`config.mk`:
```
export PLATFORM = sky130hd
export DESIGN_NAME = gpio_mux_port
export DESIGN_NICKNAME = d
export VERILOG_FILES = /design/src/rtl/gpm_pkg.sv /design/src/rtl/gpm_regfile.sv /design/src/rtl/gpm_sync.sv /design/src/rtl/gpm_pinmux.sv /design/src/rtl/gpm_readback.sv /design/src/rtl/gpio_mux_port.sv
export SDC_FILE = /design/constraint.sdc
export NUM_CORES = 1
export LEC_CHECK = 0
export ABC_AREA = 1
export BUFFER_PORTS_ARGS = -buffer_cell sky130_fd_sc_hd__buf_2
export CAP_MARGIN = 20
export CORE_ASPECT_RATIO = 0.7
export CORE_MARGIN = 3
export CORE_UTILIZATION = 40
export DETAILED_ROUTE_END_ITERATION = 10
export MAX_ROUTING_LAYER = met4
export PLACE_DENSITY_LB_ADDON = 0.05
export SYNTH_ARGS = -nofsm -noshare
export SYNTH_HDL_FRONTEND = slang
export SYNTH_SLANG_ARGS = --single-unit
```
`constraint.sdc`:
```
create_clock -name clk -period 4.1 [get_ports clk]
set_input_delay 0.82 -clock clk [delete_from_list [all_inputs] [get_ports clk]]
set_output_delay 0.82 -clock clk [all_outputs]
set_load 0.02 [all_outputs]
```
`src/rtl/gpm_pkg.sv`:
```
package gpm_pkg;

    localparam int unsigned GPM_PINS        = 16;
    localparam int unsigned GPM_FUNCS       = 4;
    localparam int unsigned GPM_SYNC_STAGES = 2;
    localparam int unsigned GPM_ADDR_W      = 4;

    typedef enum logic [GPM_ADDR_W-1:0] {
        REG_LATCH     = 4'd0,
        REG_LATCH_SET = 4'd1,
        REG_LATCH_CLR = 4'd2,
        REG_DIR       = 4'd3,
        REG_DIR_SET   = 4'd4,
        REG_DIR_CLR   = 4'd5,
        REG_INEN      = 4'd6,
        REG_FNEN      = 4'd7,
        REG_FSEL      = 4'd8
    } gpm_reg_e;

endpackage

```
`src/rtl/gpm_regfile.sv`:
```
module gpm_regfile
    import gpm_pkg::*;
#(
    parameter int unsigned PINS  = GPM_PINS,
    parameter int unsigned SEL_W = 2,
    localparam int unsigned FW   = SEL_W * PINS
) (
    input  logic                  clk,
    input  logic                  rst_n,
    input  logic                  wr_en,
    input  logic [GPM_ADDR_W-1:0] wr_addr,
    input  logic [FW-1:0]         wr_data,
    output logic [PINS-1:0]       data_q,
    output logic [PINS-1:0]       dir_q,
    output logic [PINS-1:0]       inen_q,
    output logic [PINS-1:0]       fnen_q,
    output logic [FW-1:0]         fsel_q
);

    logic [PINS-1:0] wd;
    logic [PINS-1:0] latch_set, latch_clr, dir_set, dir_clr, made_out;
    logic [PINS-1:0] data_n, dir_n, inen_n, fnen_n;
    logic [FW-1:0]   fsel_n;

    assign wd = wr_data[PINS-1:0];

    always_comb begin
        latch_set = '0;
        latch_clr = '0;
        dir_set   = '0;
        dir_clr   = '0;
        data_n    = data_q;
        dir_n     = dir_q;
        inen_n    = inen_q;
        fnen_n    = fnen_q;
        fsel_n    = fsel_q;
        if (wr_en) begin
            unique case (wr_addr)
                REG_LATCH:     data_n    = wd;
                REG_LATCH_SET: latch_set = wd;
                REG_LATCH_CLR: latch_clr = wd;
                REG_DIR:       dir_n     = wd;
                REG_DIR_SET:   dir_set   = wd;
                REG_DIR_CLR:   dir_clr   = wd;
                REG_INEN:      inen_n    = wd;
                REG_FNEN:      fnen_n    = wd;
                REG_FSEL:      fsel_n    = wr_data;
                default:       ;
            endcase
        end
        // set and clear never share a cycle on one bus; clear wins regardless
        data_n   = (data_n | latch_set) & ~latch_clr;
        dir_n    = (dir_n | dir_set) & ~dir_clr;
        made_out = dir_set | ((wr_en && wr_addr == REG_DIR) ? wd : '0);
        inen_n   = inen_n & ~made_out;
    end

    always_ff @(posedge clk or negedge rst_n) begin
        if (!rst_n) begin
            data_q <= '0;
            dir_q  <= '0;
            inen_q <= '0;
            fnen_q <= '0;
            fsel_q <= '0;
        end else begin
            data_q <= data_n;
            dir_q  <= dir_n;
            inen_q <= inen_n;
            fnen_q <= fnen_n;
            fsel_q <= fsel_n;
        end
    end

endmodule

```
`src/rtl/gpm_sync.sv`:
```
module gpm_sync #(
    parameter int unsigned PINS   = 16,
    parameter int unsigned STAGES = 2
) (
    input  logic            clk,
    input  logic            rst_n,
    input  logic [PINS-1:0] async_in,
    output logic [PINS-1:0] sync_out
);

    logic [PINS-1:0] stage_q [STAGES];

    always_ff @(posedge clk or negedge rst_n) begin
        if (!rst_n) begin
            for (int s = 0; s < STAGES; s++) stage_q[s] <= '0;
        end else begin
            stage_q[0] <= async_in;
            for (int s = 1; s < STAGES; s++) stage_q[s] <= stage_q[s-1];
        end
    end

    assign sync_out = stage_q[STAGES-1];

endmodule

```
`src/rtl/gpm_pinmux.sv`:
```
module gpm_pinmux #(
    parameter int unsigned PINS  = 16,
    parameter int unsigned FUNCS = 4,
    localparam int unsigned SEL_W = $clog2(FUNCS),
    localparam int unsigned FW    = SEL_W * PINS
) (
    input  logic [PINS-1:0]       data_q,
    input  logic [PINS-1:0]       dir_q,
    input  logic [PINS-1:0]       fnen_q,
    input  logic [FW-1:0]         fsel_q,
    input  logic [FUNCS*PINS-1:0] fn_dout,
    input  logic [FUNCS*PINS-1:0] fn_den,
    output logic [PINS-1:0]       pad_out,
    output logic [PINS-1:0]       pad_oe
);

    for (genvar p = 0; p < PINS; p++) begin : g_pin
        logic [SEL_W-1:0] sel;
        logic [FUNCS-1:0] cand_o, cand_e;

        assign sel = fsel_q[SEL_W*p +: SEL_W];

        for (genvar f = 0; f < FUNCS; f++) begin : g_fn
            assign cand_o[f] = fn_dout[f*PINS + p];
            assign cand_e[f] = fn_den[f*PINS + p];
        end

        assign pad_out[p] = fnen_q[p] ? cand_o[sel] : data_q[p];
        assign pad_oe[p]  = fnen_q[p] ? cand_e[sel] : dir_q[p];
    end

endmodule

```
`src/rtl/gpm_readback.sv`:
```
module gpm_readback
    import gpm_pkg::*;
#(
    parameter int unsigned PINS = GPM_PINS,
    parameter int unsigned FW   = 2 * GPM_PINS
) (
    input  logic [GPM_ADDR_W-1:0] rd_addr,
    input  logic [PINS-1:0]       data_q,
    input  logic [PINS-1:0]       dir_q,
    input  logic [PINS-1:0]       inen_q,
    input  logic [PINS-1:0]       fnen_q,
    input  logic [FW-1:0]         fsel_q,
    input  logic [PINS-1:0]       pad_sync,
    output logic [FW-1:0]         rd_data
);

    logic [PINS-1:0] pin_state;

    always_comb begin
        for (int n = 0; n < PINS; n++) begin
            if (!fnen_q[n] && dir_q[n]) pin_state[n] = data_q[n];
            else                        pin_state[n] = inen_q[n] & pad_sync[n];
        end
    end

    always_comb begin
        rd_data = '0;
        unique case (rd_addr)
            REG_LATCH: rd_data[PINS-1:0] = pin_state;
            REG_DIR:   rd_data[PINS-1:0] = dir_q;
            REG_INEN:  rd_data[PINS-1:0] = inen_q;
            REG_FNEN:  rd_data[PINS-1:0] = fnen_q;
            REG_FSEL:  rd_data           = fsel_q;
            default:   rd_data           = '0;
        endcase
    end

endmodule

```
`src/rtl/gpio_mux_port.sv`:
```
module gpio_mux_port
    import gpm_pkg::*;
#(
    parameter int unsigned PINS        = GPM_PINS,
    parameter int unsigned FUNCS       = GPM_FUNCS,
    parameter int unsigned SYNC_STAGES = GPM_SYNC_STAGES,
    localparam int unsigned SEL_W      = $clog2(FUNCS),
    localparam int unsigned FW         = SEL_W * PINS
) (
    input  logic                  clk,
    input  logic                  rst_n,
    input  logic                  bus_wr,
    input  logic [GPM_ADDR_W-1:0] bus_addr,
    input  logic [FW-1:0]         bus_wdata,
    output logic [FW-1:0]         bus_rdata,
    input  logic [PINS-1:0]       pad_in,
    output logic [PINS-1:0]       pad_out,
    output logic [PINS-1:0]       pad_oe,
    input  logic [FUNCS*PINS-1:0] fn_dout,
    input  logic [FUNCS*PINS-1:0] fn_den
);

    logic [PINS-1:0] data_q, dir_q, inen_q, fnen_q, pad_sync;
    logic [FW-1:0]   fsel_q;

    gpm_regfile #(.PINS(PINS), .SEL_W(SEL_W)) u_regs (
        .clk     (clk),
        .rst_n   (rst_n),
        .wr_en   (bus_wr),
        .wr_addr (bus_addr),
        .wr_data (bus_wdata),
        .data_q  (data_q),
        .dir_q   (dir_q),
        .inen_q  (inen_q),
        .fnen_q  (fnen_q),
        .fsel_q  (fsel_q)
    );

    gpm_sync #(.PINS(PINS), .STAGES(SYNC_STAGES)) u_sync (
        .clk      (clk),
        .rst_n    (rst_n),
        .async_in (pad_in),
        .sync_out (pad_sync)
    );

    gpm_pinmux #(.PINS(PINS), .FUNCS(FUNCS)) u_mux (
        .data_q  (data_q),
        .dir_q   (dir_q),
        .fnen_q  (fnen_q),
        .fsel_q  (fsel_q),
        .fn_dout (fn_dout),
        .fn_den  (fn_den),
        .pad_out (pad_out),
        .pad_oe  (pad_oe)
    );

    gpm_readback #(.PINS(PINS), .FW(FW)) u_rd (
        .rd_addr  (bus_addr),
        .data_q   (data_q),
        .dir_q    (dir_q),
        .inen_q   (inen_q),
        .fnen_q   (fnen_q),
        .fsel_q   (fsel_q),
        .pad_sync (pad_sync),
        .rd_data  (bus_rdata)
    );

endmodule

```
* Word level (Yosys, flattened, before mapping)
Index checks and enable logic that the tools add are counted.
** Cells by class
- Order comparisons :: 16
- Eq/ne operators :: 8
- Muxes and demuxes :: 129
- Bitwise logic cells :: 25
- Reduce and logical (&&, ||, !) cells :: 36
** Operators with widths (number)
- 16-bit 2-to-1 mux :: 16
- 1-bit 2-to-1 mux :: 80
- 16-bit case mux with 5 select lines :: 1
- 1-bit binary-select mux with 2-bit select :: 32
- 16-bit bitwise AND :: 3
- 2-bit by 3-bit less-than comparator with 1-bit output, second input constant :: 16
- 16-bit inverter :: 3
- 16-bit bitwise OR :: 3
- 1-bit logical AND :: 17
- 1-bit bitwise AND :: 16
- 4-bit by 3-bit equality test with 1-bit output, second input constant :: 4
- 1-bit zero test :: 16
- 4-bit by 2-bit equality test with 1-bit output, second input constant :: 2
- 4-bit by 1-bit equality test with 1-bit output, second input constant :: 1
- 4-bit equality test, second input constant :: 1
- 4-bit zero test :: 1
- 2-bit AND reduction :: 2
** Storage, ports and cells
- Flip-flop bits (word level) :: 128
- Word-level logic and storage cells :: 221

* Longest topological paths before layout
Gate-level depths: netlist (run 1).
- Depth in word-level cells :: 6
- Mapped depth :: 8
- Depth with buffers taken out :: 7

* By module
A second synthesis (run 1) with hierarchy kept.
** Second synthesis, totals
- Cell total of the unflattened synthesis :: 1301
- Area, all modules :: 8127.8 µm²
** Modules (own cells, without submodules)
- gpm_regfile :: instances 1, cells each 492, area each 4063.9 µm², seq. area each 2402.3 µm²
- gpm_pinmux :: instances 1, cells each 496, area each 1941.9 µm², seq. area each 0.0 µm²
- gpm_readback :: instances 1, cells each 265, area each 1201.2 µm², seq. area each 0.0 µm²
- gpm_sync :: instances 1, cells each 48, area each 920.9 µm², seq. area each 800.8 µm²

* Least setup slack after synthesis (run 1)
Ideal clock, no wire load.
- Kind :: input to output
- From :: in bus_addr[1]
- To :: out bus_rdata[10]
- Arrival time :: 1778 ps
- Required time :: 3280 ps
- Setup slack :: 1502 ps
- Stages :: 7
- Path buffers :: 2
- Cells stage by stage :: nor2_1 buf_2 clkbuf_1 nand3_1 nand2_1 nor2_1 nand2_1
** Between the ends
- Word-level cells in the longest chain between the ends :: 2
- Elaborated cells between the ends (all ways) :: 6
- Classes of those cells :: 4 x eq/ne; 1 x mux; 1 x reduce/logical
** Ends and longest elaborated chain
- start: declaration :: line gpio_mux_port.sv:13 : input logic [GPM_ADDR_W-1:0] bus_addr,
- 4-bit equality test, or another cell as far along :: line gpm_readback.sv:28 : unique case (rd_addr)
- 16-bit case mux with 5 select lines * :: line gpm_readback.sv:28
- end: declaration :: line gpio_mux_port.sv:15 : output logic [FW-1:0] bus_rdata,
Mark *: on every way between the ends. The rest lies on a longest branch, timed or not.

* Final worst setup path (run 1)
- From :: in bus_addr[1]
- To :: out bus_rdata[11]
Same word-level chain as after synthesis.

==> run metrics, run 1 <==
#FFs+latches synth=128; core area=about 18,000 um2; antenna-violating nets left=0; post_cts resized=0; CP Launch Type=primary input; initial DRC count=594; routed vias=8,046; die outline height=121 um; final hold violation count=0; clock buffer depth=2; Clock Latency Late Sink=~0.43 ns; Leak Pwr=5.68 nW; commonest non-fill, non-tap cell in the layout=nand2_1; Setup Viol. Count Final=0; Synth Cell Area=7590 um2; Worst Skew=0.00423 ns; syn_nets=1,352; Final GP Congestion=0.831; worst setup margin=around 0.9 ns; Detailed Route WL=24,900 um; Vias per Instance=4.86; Final period util=between 70 and 80%; Setup Fix Bufs, Post-CTS=0; status=complete, no violations; chip width=171 um; yosys warns=0; Cell Count, Final, Fillers Out=roughly 1,700; CTS tree=yes; cts bufs inserted=17; most frequent cells in the layout=406 x nand2_1, 245 x buf_2, 196 x nand3_1; VDD IR max=between 200 and 300 uV; worst-path fanout max=18; WS Path Type=primary input to output port; I/O Buffers=246; FP Rows=41; wire per inst=between 15 and 20 um; I/O pin count=247; Synth Instances=1,169; Slew headroom=approximately a third; Tmin final=between 3 and 4 ns; vias in the first global route=7,724; count of different cell masters after synthesis=21; Worst Hold Class=flip-flop to flip-flop; final net count=around 1,600; Total Die Area=20,700 um2; Slew Limit Fails=0; largest net degree at the start of global routing=104; P per Cell Area=477 nW/um2; # hold bufs at CTS=0; worst path arrival time=2.38 ns; pre-CTS WS=0.909 ns; First-pass DRT Iterations=5; CP required=roughly 3.3 ns; ant diodes=0; placed wire-length estimate=around 17,000 um; post-route setup TNS=0 ns; RSZ-0062 raised after global routing=false; syn_area_per_cell=6.49 um2; initial antenna violation count=0; worst hold margin=0.346 ns; Seq/Total Area, Yosys=42.2%; Clock Pin Slew Worst Setup and Hold Paths=about 0.060 ns; clock sinks=~130; DRC viols=0; H-tree depth=4; placed cells=1,622; global-route wire length before repair=39,600 um; Root Buffer=clkbuf_16; Layout area overhead=27.1%; GRT Total Usage=25.1%; Achievable Freq=between 300 and 400 MHz; Worst setup EP type=output port; share of cells above drive strength 1=between 20% and 30%; worst slew pin tran=0.991 ns; grt ovf=0; max cap viols=0; initial core utilization=between 40% and 50%
==> logic make-up after synthesis <==
kind of cell           share of synthesized area (%)
AOI/OAI and AO/OA                               7.32
buffers and inverters                           12.0
DFF                                             42.2
and+or+nand+nor                                 38.4
==> worst paths after layout <==
check	cells past startpoint	endpoint	slack, ns	startpoint
setup / recovery	9	bus_rdata[11]	0.90	bus_addr[1]
hold / removal	0	u_sync.sync_out[5]	0.35	u_sync.stage_q[21]
setup reg to reg	2	u_regs.fsel_q[6]	3.17	u_regs.fsel_q[6]
hold reg to reg	0	u_sync.sync_out[5]	0.35	u_sync.stage_q[21]
max in group asynchronous	2	u_regs.data_q[1]	2.79	rst_n
min in group asynchronous	1	u_regs.fsel_q[0]	0.51	rst_n
==> critical path, stage by stage <==
cell and delay (ns):
buf_2 0.12, inv_2 0.18, nor2_2 0.47, buf_4 0.31
nand3_1 0.09, nand2_1 0.10, nor2_1 0.05, nand2_1 0.06
buf_2 0.16
==> synth_stat cells (all sizes together) <==
library cell | count | share of area (%)
nand2 | 409 | 20
inv | 198 | 9.8
nand3 | 198 | 13
dfrtp | 128 | 42
nor2 | 86 | 4.8
o21ai | 80 | 5.3
a21oi | 31 | 2.0
buf | 22 | 1.5
clkbuf | 16 | 0.81
and2 | 1 | 0.082
==> area by class of cell <==
type / count / area, um2
clock inverter: 13 / 163
clock buffer: 19 / 453
timing repair buffer: 255 / 1310
sequential: 128 / 3200
tap: 236 / 295
multi-input combinational: 805 / 3480
fill: 1855 / 8670
inverter: 198 / 743
==> registers in the layout (all words and copies together) (netlist names) <==
register and count:
u_regs.data_q 16, u_sync.sync_out 16, u_regs.fsel_q 32, u_regs.fnen_q 16, u_regs.dir_q 16, u_sync.stage_q 16
u_regs.inen_q 16
==> per-layer routing <==
layer | GRT usage [%] | wire length [um] | share of wire [%]
met4 | 6.53 | 363 | 1.5
met2 | 37.3 | 10900 | 44
met5 | - | 0 | 0
met1 | 35.5 | 12000 | 48
met3 | 4.46 | 1700 | 6.8
==> metrics by stage <==
stage | total power [mW] | utilization [%] | cell area [um2]
after global placement | 3.03 | 49.3 | 9030
after CTS | 4.62 | 52.7 | 9650
final | 4.60 | 52.7 | 9650
after detailed placement | 3.03 | 49.3 | 9030
after floorplan | 2.54 | - | 7590
after global routing | 4.90 | 52.7 | 9650
==> where the power goes <==
part           internal [mW]  switching (mW)  leakage (nW)
clock network          0.987           0.600         0.295
registers               1.50           0.255          1.54
logic                  0.453           0.797          3.84
No activity file was read; power rests on OpenSTA's default activity.
==> run 2: changes to the inputs <==
- clock period: 4.1 -> 3.1 ns (I/O delays scaled with it)
==> run 2 against run 1 <==
Effect of this change: via count about the same; sequential cell count did not move; highest routed layer unchanged; first-iteration DRC count shrank 16%; clock skew increased by 0.0037 ns; critical path type unchanged.
==> run metrics, run 2 (synthesis gave the netlist of run 1 again) <==
worst slew pin tran=0.688 ns; DRC viols=0; Design Area, Final=approximately 9800 um2; clock sinks=128; Worst Skew=0.00796 ns; switching power=between 2 and 2.5 mW; Worst Reg-to-Reg Cells=2; grt ovf=0; CP Launch Type=primary input; Vias per Instance=4.84; fillers=1,931; global-route wire length before repair=38,900 um; chip width=between 150 and 200 um; flop2flop setup slack=between 2 and 2.5 ns; initial core utilization=41.5%; Tmin final=between 2 and 3 ns; WS Path Type=primary input to output port; largest net degree at the start of global routing=between 60 and 70; GRT Total Usage=24.7%; I/O pin count=247; Final GP Congestion=0.853; worst path arrival time=1.96 ns; ant diodes=0; final hold violation count=0; VDD IR max=419 uV; Worst setup EP type=output port; status=complete, no violations; Setup Fix Bufs, Post-CTS=0; Setup Viol. Count Final=0; Final Core Density=53.4%; CP required=2.48 ns; Leak Pwr=approximately 5.8 nW; P per Cell Area=635 nW/um2; initial antenna violation count=0; Clock Pin Slew Worst Setup and Hold Paths=0.06 ns; sw frac=34.8%; Detailed Route WL=24,700 um; Layout area overhead=28.9%; r2r startpoint=u_regs.fsel_q[6]; Total Die Area=20,700 um2; reg2reg end=u_regs.fsel_q[6]; die outline height=121 um; Post-DP Area=9140 um2; share of cells above drive strength 1=21.7%; H-tree depth=4; I/O Buffers=246; routed vias=8,043; Clock Latency Late Sink=0.41 ns; register share of total power=37.3%; core area=18,300 um2; Crit-path slowest cell=nor2_4; antenna-violating nets left=0; most frequent cells in the layout=406 x nand2_1, 245 x buf_2, 196 x nand3_1; cts bufs inserted=17; max cap viols=0; Root Buffer=clkbuf_16; wire per inst=14.9 um; vias in the first global route=7,503; initial DRC count=499; final net count=1,597; Final period util=83.2%; Comb pwr share=about 27%; Worst Hold Class=primary input to asynchronous set/reset pin; placed wire-length estimate=17,300 um; Slew Limit Fails=0; post_cts resized=0; Top delay family on crit path=simple AND/OR/NAND/NOR gates; clock power share=35.8%; crit path cell chain=buf_2, inv_2, nor2_4, buf_4, nand3_1, nand2_1, nor2_1, nand2_1, buf_2; Achievable Freq=388 MHz; commonest non-fill, non-tap cell in the layout=nand2_1; worst-path fanout max=12; multi-input combinational cell area=3480 um2; Largest register FFs=32; First-pass DRT Iterations=5; CTS tree=yes; FP Rows=a little over 40; crit-path max cell delay=~0.38 ns; RSZ-0062 raised after global routing=false; Buf+Inv Stages, Crit Path=4; register area=3200 um2; # hold bufs at CTS=0; post-route setup TNS=0 ns; clock buffer depth=2; largest register by flop count=u_regs.fsel_q; Int Pwr=4.05 mW; Slew headroom=between 50% and 60%
[run 2: power groups by stage]
stage	sequential [mW]	clock, mW	combinational [mW]
3_5_place_dp	2.34	0	1.67
6_report	2.32	2.23	1.67
3_3_place_gp	2.34	0	1.66
2_1_floorplan	2.24	0	1.12
4_1_cts	2.32	2.26	1.68
5_1_grt	2.37	2.35	1.90
[run 2: stage by stage]
stage	hold WS, ns	setup slack, ns	instances	total power [mW]
2_1_floorplan	0.324	0.902	1169	3.36
4_1_cts	0.219	0.525	1662	6.26
3_5_place_dp	0.335	0.526	1631	4.01
6_report	0.166	0.519	1662	6.21
5_1_grt	0.231	0.467	1662	6.62
3_3_place_gp	0.331	0.576	1631	4.01
[run 2: area by class of cell]
cell class,instances,area share (%)
Multi-Input combinational cell,805,35.6
Sequential cell,128,32.7
Timing Repair Buffer,264,14.4
Inverter,198,7.59
Clock buffer,19,4.53
Tap cell,236,3.02
Clock inverter,12,2.13
[run 2: layer usage]
metal  track usage (%)  share of wire [%]  vias to the layer above
li1                  -                  -                     4107
met1              35.3                 48                     3685
met2              37.8                 45                      235
met3              4.20                6.6                       16
met4              4.00               0.61                        0
met5                 -                  0                        -
[run 2: how the worst max path moves through the flow]
stage / startpoint / slack (ns) / endpoint / depth (start not counted)
CTS: bus_addr[3] / 0.52 / bus_rdata[13] / 9
detailed placement: bus_addr[3] / 0.53 / bus_rdata[13] / 9
floorplan: bus_addr[1] / 0.90 / bus_rdata[10] / 7
finish: bus_addr[3] / 0.52 / bus_rdata[13] / 9
global route: bus_addr[3] / 0.47 / bus_rdata[13] / 9
global placement: bus_addr[3] / 0.58 / bus_rdata[13] / 9
==> run 3: changes to the inputs <==
- clock period: 3.1 -> 2.3 ns (I/O delays scaled with it)
==> run 3 against run 2 <==
Effect of this change: the flow now finishes with violations (negative hold slack); sequential share of layout area rose by 0.084 points; largest power group unchanged; worst hold slack got worse by 0.17 ns; sequential power is 35% higher; clock skew fell by 0.0042 ns; highest routed layer unchanged; register-to-register slack got worse by 0.77 ns; final cell count is 0.60% higher; sequential cell count stayed put; utilization fell by 0.14 points; critical path depth fell by 3.
==> run metrics, run 3 (synthesis gave the netlist of run 1 again) <==
# hold bufs at CTS=0; ant diodes=0; placed wire-length estimate=around 18,000 um; initial DRC count=541; P per Cell Area=823 nW/um2; Total Die Area=20,700 um2; commonest non-fill, non-tap cell in the layout=nand2_1; Final Core Density=between 50% and 60%; WS Path Type=flip-flop to output port; share of cells above drive strength 1=22.3%; worst-path fanout max=6; Leak Pwr=5.76 nW; most frequent cells in the layout=406 x nand2_1, 245 x buf_2, 196 x nand3_1; largest net degree at the start of global routing=56; GRT Total Usage=25.1%; Setup Fix Bufs, Post-CTS=0; wire per inst=14.8 um; post-route setup TNS=0 ns; DRC viols=0; Largest register FFs=32; H-tree depth=4; chip width=171 um; Crit-path slowest cell=dfrtp_1; worst slew pin tran=about 0.7 ns; First-pass DRT Iterations=5; Worst setup EP type=output port; sw frac=36.5%; vias in the first global route=7,601; worst hold margin=-0.00616 ns; Final period util=approximately 96%; Detailed Route WL=24,800 um; clock buffer depth=2; fillers=1,874; max cap viols=0; Clock Pin Slew Worst Setup and Hold Paths=0.06 ns; crit-path max cell delay=0.47 ns; routed vias=between 7,000 and 8,000; grt ovf=0; cts bufs inserted=17; Root Buffer=clkbuf_16; FP Rows=41; status=complete, but fails checks; final net count=around 1,600; register share of total power=39.1%; post_cts resized=0; antenna-violating nets left=0; CTS tree=yes; Final GP Congestion=around 0.85; Int Pwr=5.10 mW; clock power share=32.9%; Worst Reg-to-Reg Cells=2; clock sinks=around 130; Achievable Freq=455 MHz; Vias per Instance=4.77; die outline height=121 um; initial core utilization=41.5%; core area=18,300 um2; Slew Limit Fails=0; CP Launch Type=flip-flop; Setup Viol. Count Final=0; I/O Buffers=about 250; VDD IR max=around 450 uV; Worst Skew=0.00376 ns; CP required=1.84 ns; RSZ-0062 raised after global routing=false; Tmin final=2.20 ns; final hold violation count=3; initial antenna violation count=0; switching power=2.93 mW; worst path arrival time=1.74 ns; I/O pin count=about 250; global-route wire length before repair=39,200 um; largest register by flop count=u_regs.fsel_q; Slew headroom=between 50% and 60%; Worst Hold Class=primary input to asynchronous set/reset pin; Clock Latency Late Sink=between 0.4 and 0.5 ns; failing checks=negative hold slack; Comb pwr share=28.0%; crit path cell chain=inv_1, nand2_1, nand3_1, nand3_1, nand2_1, buf_2; Layout area overhead=28.6%
run 3: cell types whose count changed in the layout (fill, tap and decap cells not counted):
cell,before,now
bufinv_16,5,2
clkbuf_8,1,0
clkinv_4,4,3
buf_12,3,2
buf_4,15,25
clkinvlp_4,2,3
clkinv_2,0,5
run 3: through the flow:
stage | cells | setup slack [ns] | total power, mW | area, um2
3_3_place_gp | 1640 | 0.254 | 5.41 | 9190
5_1_grt | 1672 | 0.0286 | 8.58 | 9760
6_report | 1672 | 0.102 | 8.03 | 9760
3_5_place_dp | 1640 | 0.231 | 5.42 | 9190
4_1_cts | 1672 | 0.101 | 8.08 | 9760
2_1_floorplan | 1169 | 0.422 | 4.53 | 7590
run 3: worst paths after layout:
check	startpoint	to	slack (ns)
worst max-delay path	u_regs.fsel_q[6]	pad_oe[3]	0.10
worst min-delay path	rst_n	u_sync.stage_q[17]	-0.006
worst max register to register	u_regs.fsel_q[6]	u_regs.fsel_q[6]	1.36
worst min register to register	u_sync.stage_q[31]	u_sync.sync_out[15]	0.34
max in group asynchronous	rst_n	u_regs.fnen_q[14]	1.66
min in group clk	pad_in[11]	u_sync.stage_q[27]	0.14
run 3: layout make-up:
type | count | area (um2) | share of cell area (%)
multi-input combinational | 805 | 3480 | 35.7
inverter | 198 | 743 | 7.61
tap | 236 | 295 | 3.02
clock inverter | 14 | 143 | 1.46
sequential | 128 | 3200 | 32.8
timing repair buffer | 273 | 1470 | 15.0
clock buffer | 18 | 429 | 4.40
run 3: worst max-delay path, delay by kind of cell (launching register included):
kind          cells  cell delay [ns]
simple gates      4             0.43
buf+inv           2             0.41
flops             1             0.47
run 3: power by group through the flow:
stage / Clock, mW / Combinational, mW / Sequential (mW)
floorplan: 0 / 1.51 / 3.01
global placement: 0 / 2.24 / 3.17
detailed placement: 0 / 2.25 / 3.17
CTS: 2.68 / 2.26 / 3.14
global route: 2.78 / 2.58 / 3.21
finish: 2.64 / 2.25 / 3.14
run 3: layer usage:
layer / global-route usage [%] / wire length, um / up-vias
li1: - / - / 4123
met1: 35.1 / 11900 / 3599
met2: 38.6 / 11100 / 244
met3: 4.62 / 1610 / 17
met4: 4.86 / 227 / 0
met5: - / 0 / -
